`src/rtl/cgs_pkg.sv`:
```
package cgs_pkg;
  localparam int NUM_STEPS  = 4;
  localparam int NUM_SIGNS  = 2;
  localparam int NUM_SWEEPS = NUM_STEPS * NUM_SIGNS;
  localparam int SWEEP_W    = $clog2(NUM_SWEEPS);

  typedef enum logic [1:0] {
    TMR_IDLE = 2'd0,
    TMR_RST  = 2'd1,
    TMR_EXP  = 2'd2
  } tmr_state_e;
endpackage

```
`src/rtl/cgs_cfg_check.sv`:
```
module cgs_cfg_check #(
  parameter int MAX_GROUPS = 8,
  parameter int DUR_W      = 8,
  parameter int CNT_W      = 4
) (
  input  logic [CNT_W-1:0] num_groups,
  input  logic [DUR_W-1:0] t_rd,
  input  logic [DUR_W-1:0] t_rst,
  input  logic [DUR_W-1:0] t_expo,
  output logic             cfg_ok
);
  localparam int PROD_W = CNT_W + DUR_W;

  logic [PROD_W-1:0] gap_cycles;
  logic [DUR_W:0]    need_cycles;
  logic              count_ok;

  always_comb begin
    count_ok    = (num_groups >= CNT_W'(2)) && (num_groups <= CNT_W'(MAX_GROUPS));
    need_cycles = {1'b0, t_rst} + {1'b0, t_expo};
    gap_cycles  = '0;
    if (count_ok)
      gap_cycles = PROD_W'(num_groups - CNT_W'(1)) * PROD_W'(t_rd);
    cfg_ok = count_ok && (t_rd != '0) && (t_rst != '0) &&
             (gap_cycles > PROD_W'(need_cycles));
  end
endmodule

```
`src/rtl/cgs_sequencer.sv`:
```
module cgs_sequencer
  import cgs_pkg::*;
#(
  parameter int DUR_W = 8,
  parameter int CNT_W = 4,
  parameter int IDX_W = 3
) (
  input  logic               clk,
  input  logic               rst_n,
  input  logic               start,
  input  logic               cfg_ok,
  input  logic [CNT_W-1:0]   num_groups,
  input  logic [DUR_W-1:0]   t_rd,
  input  logic [DUR_W-1:0]   t_rst,
  input  logic [DUR_W-1:0]   t_expo,
  output logic               busy,
  output logic               cfg_err,
  output logic               priming,
  output logic [SWEEP_W-1:0] sweep,
  output logic [IDX_W-1:0]   grp,
  output logic               slot_last,
  output logic               frame_done,
  output logic [DUR_W-1:0]   trst_q,
  output logic [DUR_W-1:0]   texpo_q
);
  logic [CNT_W-1:0] num_q;
  logic [DUR_W-1:0] trd_q;
  logic [DUR_W-1:0] cnt_q;
  logic             accept, refuse, last_grp, last_sweep;

  assign accept     = start && !busy && cfg_ok;
  assign refuse     = start && !busy && !cfg_ok;
  assign slot_last  = busy && (cnt_q == trd_q - DUR_W'(1));
  assign last_grp   = (CNT_W'(grp) == num_q - CNT_W'(1));
  assign last_sweep = !priming && (sweep == SWEEP_W'(NUM_SWEEPS - 1));

  always_ff @(posedge clk) begin
    if (!rst_n) begin
      busy       <= 1'b0;
      cfg_err    <= 1'b0;
      priming    <= 1'b0;
      sweep      <= '0;
      grp        <= '0;
      cnt_q      <= '0;
      frame_done <= 1'b0;
      num_q      <= '0;
      trd_q      <= '0;
      trst_q     <= '0;
      texpo_q    <= '0;
    end else begin
      frame_done <= 1'b0;
      if (accept) begin
        busy    <= 1'b1;
        cfg_err <= 1'b0;
        priming <= 1'b1;
        sweep   <= '0;
        grp     <= '0;
        cnt_q   <= '0;
        num_q   <= num_groups;
        trd_q   <= t_rd;
        trst_q  <= t_rst;
        texpo_q <= t_expo;
      end else if (refuse) begin
        cfg_err <= 1'b1;
      end else if (busy) begin
        if (slot_last) begin
          cnt_q <= '0;
          if (last_grp) begin
            grp <= '0;
            if (priming) begin
              priming <= 1'b0;
            end else if (last_sweep) begin
              busy       <= 1'b0;
              frame_done <= 1'b1;
              sweep      <= '0;
            end else begin
              sweep <= sweep + SWEEP_W'(1);
            end
          end else begin
            grp <= grp + IDX_W'(1);
          end
        end else begin
          cnt_q <= cnt_q + DUR_W'(1);
        end
      end
    end
  end
endmodule

```
`src/rtl/cgs_group_timer.sv`:
```
module cgs_group_timer
  import cgs_pkg::*;
#(
  parameter int DUR_W = 8
) (
  input  logic             clk,
  input  logic             rst_n,
  input  logic             trig,
  input  logic [DUR_W-1:0] t_rst,
  input  logic [DUR_W-1:0] t_expo,
  output logic             rst_o,
  output logic             expo_o
);
  tmr_state_e       state;
  logic [DUR_W-1:0] cnt;

  always_ff @(posedge clk) begin
    if (!rst_n) begin
      state <= TMR_IDLE;
      cnt   <= '0;
    end else if (trig) begin
      state <= TMR_RST;
      cnt   <= '0;
    end else begin
      case (state)
        TMR_RST: begin
          if (cnt == t_rst - DUR_W'(1)) begin
            cnt   <= '0;
            state <= (t_expo == '0) ? TMR_IDLE : TMR_EXP;
          end else begin
            cnt <= cnt + DUR_W'(1);
          end
        end
        TMR_EXP: begin
          if (cnt == t_expo - DUR_W'(1)) begin
            cnt   <= '0;
            state <= TMR_IDLE;
          end else begin
            cnt <= cnt + DUR_W'(1);
          end
        end
        default: begin
          state <= TMR_IDLE;
          cnt   <= '0;
        end
      endcase
    end
  end

  assign rst_o  = (state == TMR_RST);
  assign expo_o = (state == TMR_EXP);
endmodule

```
`src/rtl/capsule_group_sched.sv`:
```
module capsule_group_sched
  import cgs_pkg::*;
#(
  parameter int  MAX_GROUPS = 8,
  parameter int  DUR_W      = 8,
  localparam int CNT_W      = $clog2(MAX_GROUPS + 1),
  localparam int IDX_W      = $clog2(MAX_GROUPS)
) (
  input  logic                  clk,
  input  logic                  rst_n,
  input  logic                  start,
  input  logic [CNT_W-1:0]      num_groups,
  input  logic [DUR_W-1:0]      t_rd,
  input  logic [DUR_W-1:0]      t_rst,
  input  logic [DUR_W-1:0]      t_expo,
  output logic                  busy,
  output logic                  cfg_err,
  output logic [MAX_GROUPS-1:0] rd_en,
  output logic [IDX_W-1:0]      rd_idx,
  output logic [MAX_GROUPS-1:0] rst_en,
  output logic [MAX_GROUPS-1:0] expo_en,
  output logic [1:0]            step,
  output logic                  sign_neg,
  output logic                  adc_strobe,
  output logic                  frame_done
);
  logic               cfg_ok, priming, slot_last;
  logic [SWEEP_W-1:0] sweep;
  logic [IDX_W-1:0]   grp;
  logic [DUR_W-1:0]   trst_q, texpo_q;

  cgs_cfg_check #(
    .MAX_GROUPS(MAX_GROUPS), .DUR_W(DUR_W), .CNT_W(CNT_W)
  ) u_cfg (
    .num_groups(num_groups), .t_rd(t_rd), .t_rst(t_rst), .t_expo(t_expo),
    .cfg_ok(cfg_ok)
  );

  cgs_sequencer #(
    .DUR_W(DUR_W), .CNT_W(CNT_W), .IDX_W(IDX_W)
  ) u_seq (
    .clk(clk), .rst_n(rst_n), .start(start), .cfg_ok(cfg_ok),
    .num_groups(num_groups), .t_rd(t_rd), .t_rst(t_rst), .t_expo(t_expo),
    .busy(busy), .cfg_err(cfg_err), .priming(priming), .sweep(sweep),
    .grp(grp), .slot_last(slot_last), .frame_done(frame_done),
    .trst_q(trst_q), .texpo_q(texpo_q)
  );

  for (genvar g = 0; g < MAX_GROUPS; g++) begin : g_group
    logic hit;
    assign hit      = (grp == IDX_W'(g));
    assign rd_en[g] = busy && hit;

    cgs_group_timer #(.DUR_W(DUR_W)) u_tmr (
      .clk(clk), .rst_n(rst_n), .trig(slot_last && hit),
      .t_rst(trst_q), .t_expo(texpo_q),
      .rst_o(rst_en[g]), .expo_o(expo_en[g])
    );
  end

  assign rd_idx     = grp;
  assign step       = sweep[SWEEP_W-1 -: 2];
  assign sign_neg   = sweep[0];
  assign adc_strobe = slot_last && !priming;
endmodule

```
`config.mk`:
```
export PLATFORM = sky130hd
export DESIGN_NAME = capsule_group_sched
export DESIGN_NICKNAME = d
export VERILOG_FILES = /design/src/rtl/cgs_pkg.sv /design/src/rtl/cgs_cfg_check.sv /design/src/rtl/cgs_sequencer.sv /design/src/rtl/cgs_group_timer.sv /design/src/rtl/capsule_group_sched.sv
export SDC_FILE = /design/constraint.sdc
export NUM_CORES = 1
export LEC_CHECK = 0
export ABC_AREA = 1
export CORE_MARGIN = 5
export CORE_UTILIZATION = 25
export DETAILED_ROUTE_END_ITERATION = 12
export DONT_BUFFER_PORTS = 1
export GPL_TIMING_DRIVEN = 0
export PLACE_DENSITY = 0.35
export SLEW_MARGIN = 20
export SYNTH_ARGS = -nofsm -noshare
export SYNTH_HDL_FRONTEND = slang
export SYNTH_SLANG_ARGS = --single-unit
```
`constraint.sdc`:
```
create_clock -name clk -period 15.6 [get_ports clk]
set_clock_uncertainty 0.15 [all_clocks]
set_input_delay 0 -clock clk [delete_from_list [all_inputs] [get_ports clk]]
set_output_delay 0 -clock clk [all_outputs]
set_load 0.01 [all_outputs]
```
==> impl_metrics.env, run 1 <==
export IMPL_die_x_um=222
export IMPL_hold_start="t_rd[1]"
export IMPL_dpl_cell_area_sq_mm=0.0120
export IMPL_slew_violations=0
export IMPL_synth_nets=1845
export IMPL_finalNonFillerCells=2357
export IMPL_clk_pin_slew_ps=70
export IMPL_ys_warn_count=0
export IMPL_postCtsSetupBuffers=0
export IMPL_fin_area_sq_mm=0.0129
export IMPL_firstDrtPassIters=7
export IMPL_peakVddDrop_v=0.0000565
export IMPL_area_growth_pct=15.0
export IMPL_wl_per_cell_um=15.8
export IMPL_die_area_sq_mm=0.0493
export IMPL_hold_path_end="u_seq.cnt_q[6]"
export IMPL_cts_tree="yes"
export IMPL_cts_root_buf="clkbuf_16"
export IMPL_viasPerCell=4.36
export IMPL_setup_violations=0
export IMPL_drive_gt1_frac=0.0918
export IMPL_drt_initial_drc_count=488
export IMPL_cp_slowest_stage_delay_ps=570
export IMPL_grt_first_pass_wirelength_mm=57.9
export IMPL_antenna_cells=0
export IMPL_worst_slew_pin_slew_ps=1090
export IMPL_grt_pass1_vias=10021
export IMPL_hold_worst_slack_ps=149
export IMPL_p_leak_nw=5.83
export IMPL_detail_route_drc_violations=0
export IMPL_setup_worst_path_start_class="input pin"
export IMPL_ctsHoldBuffers=30
export IMPL_crit_path_max_fanout=10
export IMPL_hpwlAfterDp_mm=28.6
export IMPL_r2r_setup_slack_ps=12290
export IMPL_grt_start_max_net_pins=17
export IMPL_yosysSeqAreaShare=0.224
export IMPL_netlist_instances=1704
export IMPL_hold_class="input pin to register"
export IMPL_synth_top_area_frac=0.224
export IMPL_syn_avg_cell_area_sq_um=6.60
export IMPL_cts_resized=0
export IMPL_io_pins=65
export IMPL_netlist_cell_type_count=42
export IMPL_hold_depth=5
export IMPL_core_area_sq_mm=0.0443
export IMPL_cts_buffers=17
export IMPL_finalCritPeriodShare=0.394
export IMPL_synthTopCellsByArea="dfxtp_1, nand2_1, inv_1"
export IMPL_clock_latency_ps=450
export IMPL_num_rows=77
export IMPL_num_vias=10265
export IMPL_ant_nets=0
export IMPL_rsz0062_at_grt="no"
export IMPL_worstRegToRegCells=14
export IMPL_htreeDepth=4
export IMPL_maxSlewHeadroom=0.265
export IMPL_initial_core_util=0.254
export IMPL_netlist_area_sq_mm=0.0112
export IMPL_placedCellCount=2296
export IMPL_maxCapViolCount=0
export IMPL_clockBufferDepth=2
export IMPL_clock_sinks=126
export IMPL_end_kind="register"
export IMPL_ys_ff_latch=126
export IMPL_die_h_um=222
export IMPL_r2r_end="g_group[2].u_tmr.state[1]"
export IMPL_portBuffers=0
export IMPL_fin_setup_tns_ps=0
export IMPL_grt_overflow=0
export IMPL_hold_viol=0
export IMPL_track_usage=0.151
export IMPL_gp_congestion=0.790
export IMPL_outcome="finished, final reports clean"
export IMPL_power_density_mw_per_mm2=122
export IMPL_critPathKind="input pin to register"
export IMPL_max_freq_mhz=163
export IMPL_fin_nets=1894
export IMPL_path_common_cell="inv_1"
export IMPL_crit_slowest_cell="dlygate4sd3_1"
export IMPL_wl_mm=37.2
export IMPL_crit_reg2reg_launch="u_seq.trst_q[0]"
export IMPL_period_minus_slack_ps=6150
export IMPL_cp_arrival_ps=6340
export IMPL_antenna_found_initial=0
export IMPL_yosys_area_top_type="dfxtp_1"
export IMPL_required_ps=15790
[report_power, final]
group          internal [mW]  switching [mW]  total (mW)
clock network          0.283           0.162       0.444
logic                  0.238           0.539       0.777
registers              0.339          0.0172       0.356
[stage by stage]
stage,util,total power [mW],setup slack (ps)
after global routing,0.292,1.70,8970
after CTS,0.292,1.61,9360
after global placement,0.270,1.15,9450
after detailed placement,0.270,1.15,9510
final,0.292,1.58,9450
after floorplan,-,0.893,10380
[layout make-up]
cell class              instances  area, sq um
clock inverters                10          160
multi-input cells            1207         7200
plain buffers                  48          303
clock buffers                  21          480
fillers                      4952        31400
well taps                     592          741
flip-flops and latches        126         2520
repair buffers                 30          300
inverters                     323         1210
[routing by layer]
| layer | wire, um | GRT usage | up-vias | share of wire |
|---|---|---|---|---|
| li1 | - | - | 5381 | - |
| met1 | 17400 | 0.193 | 4713 | 0.47 |
| met2 | 18000 | 0.258 | 131 | 0.48 |
| met3 | 1160 | 0.0305 | 40 | 0.031 |
| met4 | 645 | 0.0412 | 0 | 0.017 |
| met5 | 0 | 0 | - | 0 |
[worst max-delay path by stage]
stage,start,end,slack [ps]
6_report,num_groups[0],u_seq.texpo_q[6],9450
5_1_grt,num_groups[0],u_seq.trst_q[2],8970
2_1_floorplan,num_groups[0],u_seq.texpo_q[4],10380
3_5_place_dp,num_groups[0],u_seq.texpo_q[6],9510
3_3_place_gp,num_groups[0],u_seq.texpo_q[3],9450
4_1_cts,num_groups[0],u_seq.texpo_q[6],9360
[synthesized netlist by cell type, drive strengths merged]
cell	number
o21bai	2
xor2	77
xnor2	16
inv	323
clkbuf	7
nand3b	13
a22oi	4
nand2	448
a21oi	59
nor3	75
o21ai	44
or2	3
ha	76
nor4	3
nand3	90
buf	41
o31ai	2
o211ai	8
nor2	200
nand4	48
dfxtp	126
o21a	2
a21o	1
o221ai	1
a221oi	1
fa	34
[flip-flops by register name, summed over array words and instances (netlist names), 3 cells and up]
name	flops
u_seq.num_q	4
u_seq.trst_q	8
g_group.u_tmr.cnt	64
u_seq.cnt_q	8
u_seq.grp	3
g_group.u_tmr.state	16
u_seq.trd_q	8
u_seq.sweep	3
u_seq.texpo_q	8
[placed cells by master, fill, tap and decap left out, types with 3 or more instances in the layout]
master,instances
nand2_1,418
inv_1,308
nor2_1,191
dfxtp_1,126
nand3_1,85
ha_1,76
xor2_1,71
a21oi_1,59
nor3_1,53
nand4_1,47
fa_1,34
o21ai_0,32
dlygate4sd3_1,30
nand2_2,23
nor3_2,21
buf_4,20
clkbuf_16,17
xnor2_1,16
inv_2,15
buf_2,14
nand3b_1,13
o21ai_1,11
o211ai_1,8
clkbuf_1,7
nand2_4,7
nand3_2,5
nor2_2,5
xor2_2,4
a22oi_1,4
nor2_4,4
buf_6,4
clkinvlp_4,4
clkbuf_8,4
bufinv_16,4
nor4_1,3
buf_1,3
or2_2,3
[cell families (layout without fill, tap and decap cells)]
| group | Yosys count | in the layout | synth area share |
|---|---|---|---|
| and+or+nand+nor | 880 | 880 | 0.355 |
| buffers and inverters | 371 | 432 | 0.135 |
| DFF | 126 | 126 | 0.224 |
| AOI/OAI and AO/OA | 124 | 124 | 0.0617 |
| adders and majority gates | 110 | 110 | 0.145 |
| xor gates and xnor gates | 93 | 93 | 0.0785 |
[worst max-delay path, delay by kind of cell]
kind,cells,cell delay [ps]
compound gates,7,1130
fa+ha+maj,7,2630
buf+inv,10,1580
simple gates,9,980
Power figures use the tool's default switching activity.
==> inputs of run 2 (changes only) <==
Settings changed: ABC_AREA 1 to 0, PLACE_DENSITY 0.35 to 0.37.
Clock period 15.6 ns to 5.1 ns, I/O delays scaled along.
==> run 2 against run 1 <==
  * Clock power rose to 3.2 times the previous value
  * Global-route usage rose by 2.1 points
  * Setup slack got worse by 9300 ps
  * Sequential share of layout area fell by 1.1 points
  * First-iteration DRC count rose by 43%
  * Cell count fell by 13%
  * Sequential power rose to 3.0 times the previous value
  * Total power rose to 3.0 times the previous value
  * Largest power group unchanged
  * Critical endpoint is now u_seq.cnt_q[6]
  * Non-clock buffer count rose by 85
  * Critical path type unchanged
  * Die area rose by 1.3%
==> impl_metrics.env, run 2 <==
export IMPL_track_usage=0.171
export IMPL_netlist_cell_type_count=81
export IMPL_seq_power_share=0.232
export IMPL_p_sw_mw=1.86
export IMPL_io_pins=65
export IMPL_hold_path_end="u_seq.trd_q[5]"
export IMPL_max_freq_mhz=202
export IMPL_hold_depth=3
export IMPL_clk_pin_slew_ps=60
export IMPL_worst_slew_pin_slew_ps=1150
export IMPL_maxSlewHeadroom=0.223
export IMPL_end_kind="register"
export IMPL_synth_top_area_frac=0.221
export IMPL_synth_edf_count=0
export IMPL_cts_buffers=17
export IMPL_cts_root_buf="clkbuf_16"
export IMPL_setup_violations=0
export IMPL_ant_nets=0
export IMPL_final_cell_mix="dfxtp_1, xnor2_1, inv_1, ha_1, clkbuf_1"
export IMPL_worstRegToRegCells=12
export IMPL_synthTopCellsByArea="dfxtp_1, xnor2_1, ha_1"
export IMPL_die_area_sq_mm=0.0500
export IMPL_required_ps=5340
export IMPL_cp_arrival_ps=5170
export IMPL_rsz0062_at_grt="yes"
export IMPL_portBuffers=0
export IMPL_num_vias=10292
export IMPL_synth_nets=1524
export IMPL_fin_nets=1590
export IMPL_yosys_area_top_type="dfxtp_1"
export IMPL_largest_registers="g_group.u_tmr.cnt (64), g_group.u_tmr.state (16)"
export IMPL_die_h_um=224
export IMPL_drt_initial_drc_count=697
export IMPL_ys_ff_latch=126
export IMPL_async_reset_ff_frac=0
export IMPL_antenna_cells=0
export IMPL_grt_start_max_net_pins=17
export IMPL_critPathKind="input pin to register"
export IMPL_hold_viol=0
export IMPL_synthFlopType="dfxtp_1"
export IMPL_grt_first_pass_wirelength_mm=65.4
export IMPL_antenna_found_initial=1
export IMPL_clock_latency_ps=450
export IMPL_r2r_end="g_group[1].u_tmr.cnt[2]"
export IMPL_fill_cells=4884
export IMPL_maxCapViolCount=0
export IMPL_area_growth_pct=20.0
export IMPL_fin_area_sq_mm=0.0137
export IMPL_outcome="finished, final reports clean"
export IMPL_p_int_mw=2.80
export IMPL_finalCritPeriodShare=0.968
export IMPL_period_minus_slack_ps=4940
export IMPL_grt_pass1_vias=10440
export IMPL_initial_core_util=0.252
export IMPL_hold_class="input pin to register"
export IMPL_viasPerCell=4.99
export IMPL_dpl_cell_area_sq_mm=0.0123
export IMPL_netlist_instances=1383
export IMPL_gp_congestion=0.871
export IMPL_comb_power_share=0.460
export IMPL_wl_mm=42.7
export IMPL_yosys_top_cells_count="dfxtp_1, xnor2_1, inv_1"
export IMPL_core_area_sq_mm=0.0453
export IMPL_largest_reg_flops=64
export IMPL_crit_path_max_fanout=8
export IMPL_drive_gt1_frac=0.109
export IMPL_timing_final_ws_setup_ps=161
export IMPL_hold_start="t_rd[5]"
export IMPL_hpwlAfterDp_mm=31.5
export IMPL_regArea_sq_mm=0.00252
export IMPL_detail_route_drc_violations=0
export IMPL_p_clk_frac=0.307
export IMPL_fin_setup_tns_ps=0
export IMPL_htreeDepth=4
export IMPL_setup_worst_path_start_class="input pin"
export IMPL_netlist_area_sq_mm=0.0114
export IMPL_firstDrtPassIters=5
export IMPL_power_density_mw_per_mm2=341
export IMPL_slew_violations=0
export IMPL_p_leak_nw=5.07
export IMPL_ys_warn_count=0
export IMPL_synth_most_common_cell="dfxtp_1"
export IMPL_wl_per_cell_um=20.7
export IMPL_r2r_setup_slack_ps=280
export IMPL_multiInputGateArea_sq_mm=0.00823
export IMPL_die_x_um=224
export IMPL_switching_share=0.399
export IMPL_yosysSeqAreaShare=0.221
export IMPL_grt_overflow=0
export IMPL_clockBufferDepth=2
export IMPL_clock_sinks=126
export IMPL_num_rows=78
export IMPL_cts_tree="yes"
export IMPL_largest_register="g_group.u_tmr.cnt"
export IMPL_final_common_cell="dfxtp_1"
export IMPL_syn_avg_cell_area_sq_um=8.24
export IMPL_crit_reg2reg_launch="u_seq.trst_q[0]"
export IMPL_preCtsSetupSlack_ps=-1000
export IMPL_peakVddDrop_v=0.000172
export IMPL_hold_worst_slack_ps=103
## run 2: changes by cell type in the layout (fill, tap and decap cells not counted), moves of 26 or more
cell	previous run	this run
a21oi_1	59	33
and2_1	0	35
clkbuf_1	7	68
inv_1	308	106
nand2_1	418	58
nand4_1	47	12
nor2_1	191	61
nor2b_1	0	39
nor4_1	3	48
xnor2_1	16	111
## run 2: logic make-up after synthesis
| logic type | synth area share |
|---|---|
| and+or+nand+nor | 0.233 |
| AOI/OAI and AO/OA | 0.154 |
| buffers and inverters | 0.0831 |
| xor gates and xnor gates | 0.165 |
| DFF | 0.221 |
| adders and majority gates | 0.143 |
## run 2: worst max-delay path, stage by stage
cell	delay (ps)
or3_4	410
xor2_4	250
nor2b_2	70
fa_1	490
inv_2	40
fa_1	480
inv_2	40
fa_1	520
inv_1	50
fa_1	500
inv_2	50
ha_4	270
o21a_1	120
o31a_1	170
a211oi_2	50
ha_1	350
nand4_1	100
nor2_1	140
a221o_1	250
a41oi_4	150
buf_6	170
or3_4	370
nor2_1	110
## run 2: layout make-up
| type | instances | share of cell area |
|---|---|---|
| multi-input combinational | 1028 | 0.602 |
| sequential | 126 | 0.184 |
| timing repair buffer | 48 | 0.0345 |
| inverter | 113 | 0.0313 |
| buffer | 115 | 0.0433 |
| clock inverter | 11 | 0.0154 |
| tap | 600 | 0.0549 |
| clock buffer | 21 | 0.0344 |
## run 2: metrics by stage
step	utilization	power, mW	cells
3_3_place_gp	0.271	3.08	1983
6_report	0.302	4.66	2062
4_1_cts	0.297	4.65	2056
3_5_place_dp	0.271	3.10	1984
5_1_grt	0.302	4.95	2062
2_1_floorplan	-	2.46	1383
## run 2: worst max-delay path by stage
stage,startpoint,endpoint,slack [ps],depth (start not counted)
after floorplan,num_groups[2],u_seq.trd_q[4],4,24
after global placement,num_groups[0],u_seq.trst_q[5],-990,24
after detailed placement,num_groups[0],u_seq.trst_q[5],-1000,24
after CTS,num_groups[0],u_seq.sweep[2],10,27
after global routing,num_groups[0],u_seq.cnt_q[6],-70,22
final,num_groups[0],u_seq.cnt_q[6],160,23
## run 2: layer usage
| metal | part of all wire | GRT usage | routed length, um | vias up |
|---|---|---|---|---|
| met5 | 0 | 0 | 0 | - |
| li1 | - | - | - | 4982 |
| met4 | 0.029 | 0.0565 | 1240 | 0 |
| met2 | 0.47 | 0.283 | 19900 | 229 |
| met3 | 0.050 | 0.0324 | 2110 | 66 |
| met1 | 0.46 | 0.226 | 19400 | 5015 |
## run 2: power by group through the flow
| stage | Sequential, mW | Clock [mW] | Combinational [mW] |
|---|---|---|---|
| after detailed placement | 1.10 | 0 | 1.99 |
| after global placement | 1.10 | 0 | 1.98 |
| after CTS | 1.08 | 1.47 | 2.09 |
| after global routing | 1.09 | 1.52 | 2.34 |
| final | 1.08 | 1.43 | 2.15 |
| after floorplan | 1.08 | 0 | 1.38 |
## run 2: what timing repair did
action / 4_1_cts / 5_1_grt
endpoints found under the setup margin: 45 / 55
setup buffers: 11 / 5
resized for setup: 25 / 52
pin swaps: 8 / 19
cloned: 1 / 1
endpoints found under the hold margin: 29 / 0
hold buffers: 29 / 0
==> inputs of run 3 (changes only) <==
Settings changed: ABC_AREA 0 to 1, PLACE_DENSITY 0.37 to 0.42.
==> run 3 against run 2 <==
  * Register-to-register slack better by 1300 ps
  * Global-route usage down 2.7 points
  * Critical path type unchanged
  * Via count is 1.2% higher
  * Core utilization fell by 0.51 points
  * Sequential cell count did not move
==> impl_metrics.env, run 3 (same netlist as run 1, synthesis figures left out) <==
export IMPL_outcome="finished, final reports clean"
export IMPL_detail_route_drc_violations=0
export IMPL_setup_violations=0
export IMPL_p_clk_frac=0.263
export IMPL_die_x_um=222
export IMPL_setup_worst_path_start_class="input pin"
export IMPL_required_ps=5300
export IMPL_htreeDepth=4
export IMPL_cts_tree="yes"
export IMPL_worst_slew_pin_slew_ps=1100
export IMPL_num_vias=10412
export IMPL_r2r_end="g_group[6].u_tmr.cnt[4]"
export IMPL_hold_class="input pin to register"
export IMPL_largest_reg_flops=64
export IMPL_hold_worst_slack_ps=194
export IMPL_finalNonFillerCells=2370
export IMPL_comb_power_share=0.513
export IMPL_antenna_found_initial=0
export IMPL_clock_latency_ps=430
export IMPL_hpwlAfterDp_mm=26.7
export IMPL_fin_util=0.297
export IMPL_seq_power_share=0.224
export IMPL_clock_sinks=126
export IMPL_crit_reg2reg_launch="u_seq.trst_q[0]"
export IMPL_peakVddDrop_v=0.000173
export IMPL_fill_cells=4962
export IMPL_core_area_sq_mm=0.0443
export IMPL_placedCellCount=2296
export IMPL_fin_setup_tns_ps=0
export IMPL_largest_registers="g_group.u_tmr.cnt (64), g_group.u_tmr.state (16)"
export IMPL_num_rows=77
export IMPL_drive_gt1_frac=0.114
export IMPL_slew_violations=0
export IMPL_hold_depth=5
export IMPL_timing_final_ws_setup_ps=274
export IMPL_crit_path_max_fanout=10
export IMPL_maxSlewHeadroom=0.267
export IMPL_largest_register="g_group.u_tmr.cnt"
export IMPL_grt_pass1_vias=10193
export IMPL_fin_area_sq_mm=0.0132
export IMPL_switching_share=0.457
export IMPL_track_usage=0.145
export IMPL_maxCapViolCount=0
export IMPL_end_kind="register"
export IMPL_grt_overflow=0
export IMPL_period_minus_slack_ps=4830
export IMPL_p_total_mw=4.87
export IMPL_io_pins=65
export IMPL_p_leak_nw=5.91
export IMPL_cts_buffers=17
export IMPL_worstSetupEndpoint="u_seq.trst_q[4]"
export IMPL_critPathKind="input pin to register"
export IMPL_gp_congestion=0.810
export IMPL_p_int_mw=2.65
export IMPL_cts_root_buf="clkbuf_16"
export IMPL_final_cell_mix="nand2_1, inv_1, nor2_1, dfxtp_1, nand3_1"
export IMPL_crit_start="t_rd[4]"
export IMPL_crit_slowest_cell="dlygate4sd3_1"
export IMPL_grt_first_pass_wirelength_mm=56.3
export IMPL_portBuffers=0
export IMPL_dpl_cell_area_sq_mm=0.0120
export IMPL_ant_nets=0
export IMPL_die_h_um=222
export IMPL_clockBufferDepth=2
export IMPL_firstDrtPassIters=5
export IMPL_p_sw_mw=2.22
export IMPL_hold_viol=0
export IMPL_cp_arrival_ps=5030
export IMPL_clk_pin_slew_ps=50
export IMPL_drt_initial_drc_count=595
export IMPL_finalCritPeriodShare=0.946
export IMPL_r2r_setup_slack_ps=1560
export IMPL_area_growth_pct=17.0
export IMPL_final_common_cell="nand2_1"
export IMPL_initial_core_util=0.254
export IMPL_fin_nets=1908
export IMPL_grt_start_max_net_pins=17
export IMPL_viasPerCell=4.39
export IMPL_max_freq_mhz=207
export IMPL_cp_slowest_stage_delay_ps=570
export IMPL_worstRegToRegCells=16
export IMPL_preCtsSetupSlack_ps=-826
export IMPL_wl_per_cell_um=15.1
export IMPL_die_area_sq_mm=0.0493
export IMPL_power_density_mw_per_mm2=370
export IMPL_antenna_cells=0
export IMPL_wl_mm=35.7
-- run 3: cell types whose count changed in the layout (fill, tap and decap cells not counted), sizes merged, moves of 43 or more --
cell    before  now
nor4        48    3
nor2        62  200
inv        111  323
nand2       61  448
nor3        32   75
clkbuf      91   30
xnor2      115   16
-- run 3: timing repair --
item | 4_1_cts | 5_1_grt
gates cloned | 0 | 0
setup endpoints to repair | 45 | 45
pin swaps | 1 | 20
setup buffers | 1 | 13
hold buffers | 30 | 0
resized for setup | 7 | 28
endpoints found under the hold margin | 57 | 0
-- run 3: power by group through the flow --
stage | combinational [mW] | sequential (mW) | clock, mW
floorplan | 1.65 | 1.10 | 0
global placement | 2.38 | 1.11 | 0
detailed placement | 2.40 | 1.11 | 0
CTS | 2.44 | 1.09 | 1.32
global route | 2.78 | 1.10 | 1.37
finish | 2.50 | 1.09 | 1.28
-- run 3: layout make-up --
| type | count | area, sq um | share of cell area |
|---|---|---|---|
| Multi-Input combinational cell | 1207 | 7350 | 0.559 |
| Sequential cell | 126 | 2520 | 0.192 |
| Inverter | 323 | 1220 | 0.0929 |
| Tap cell | 592 | 741 | 0.0563 |
| Clock buffer | 23 | 488 | 0.0371 |
| Timing Repair Buffer | 44 | 405 | 0.0308 |
| Buffer | 48 | 317 | 0.0241 |
| Clock inverter | 7 | 110 | 0.00837 |
-- run 3: worst max-delay path: cells and delay by family --
kind            cells  cell delay (ps)
simple gates        8              610
buf+inv             8             1170
compound gates      5              740
fa+ha+maj           6             2500
-- run 3: worst min path at each step --
stage,start,to,slack (ps)
detailed placement,rst_n,g_group[0].u_tmr.cnt[1],50
finish,t_rd[1],u_seq.cnt_q[6],190
CTS,t_rd[1],u_seq.cnt_q[6],170
global route,t_rd[1],u_seq.cnt_q[6],210
floorplan,rst_n,g_group[0].u_tmr.cnt[1],30
global placement,rst_n,g_group[0].u_tmr.cnt[1],50
-- run 3: per-layer routing --
metal / track usage / share of wire / vias up
met3: 0.0286 / 0.053 / 59
met2: 0.247 / 0.48 / 220
met5: 0 / 0 / -
met1: 0.183 / 0.44 / 4734
met4: 0.0471 / 0.025 / 0
li1: - / - / 5399
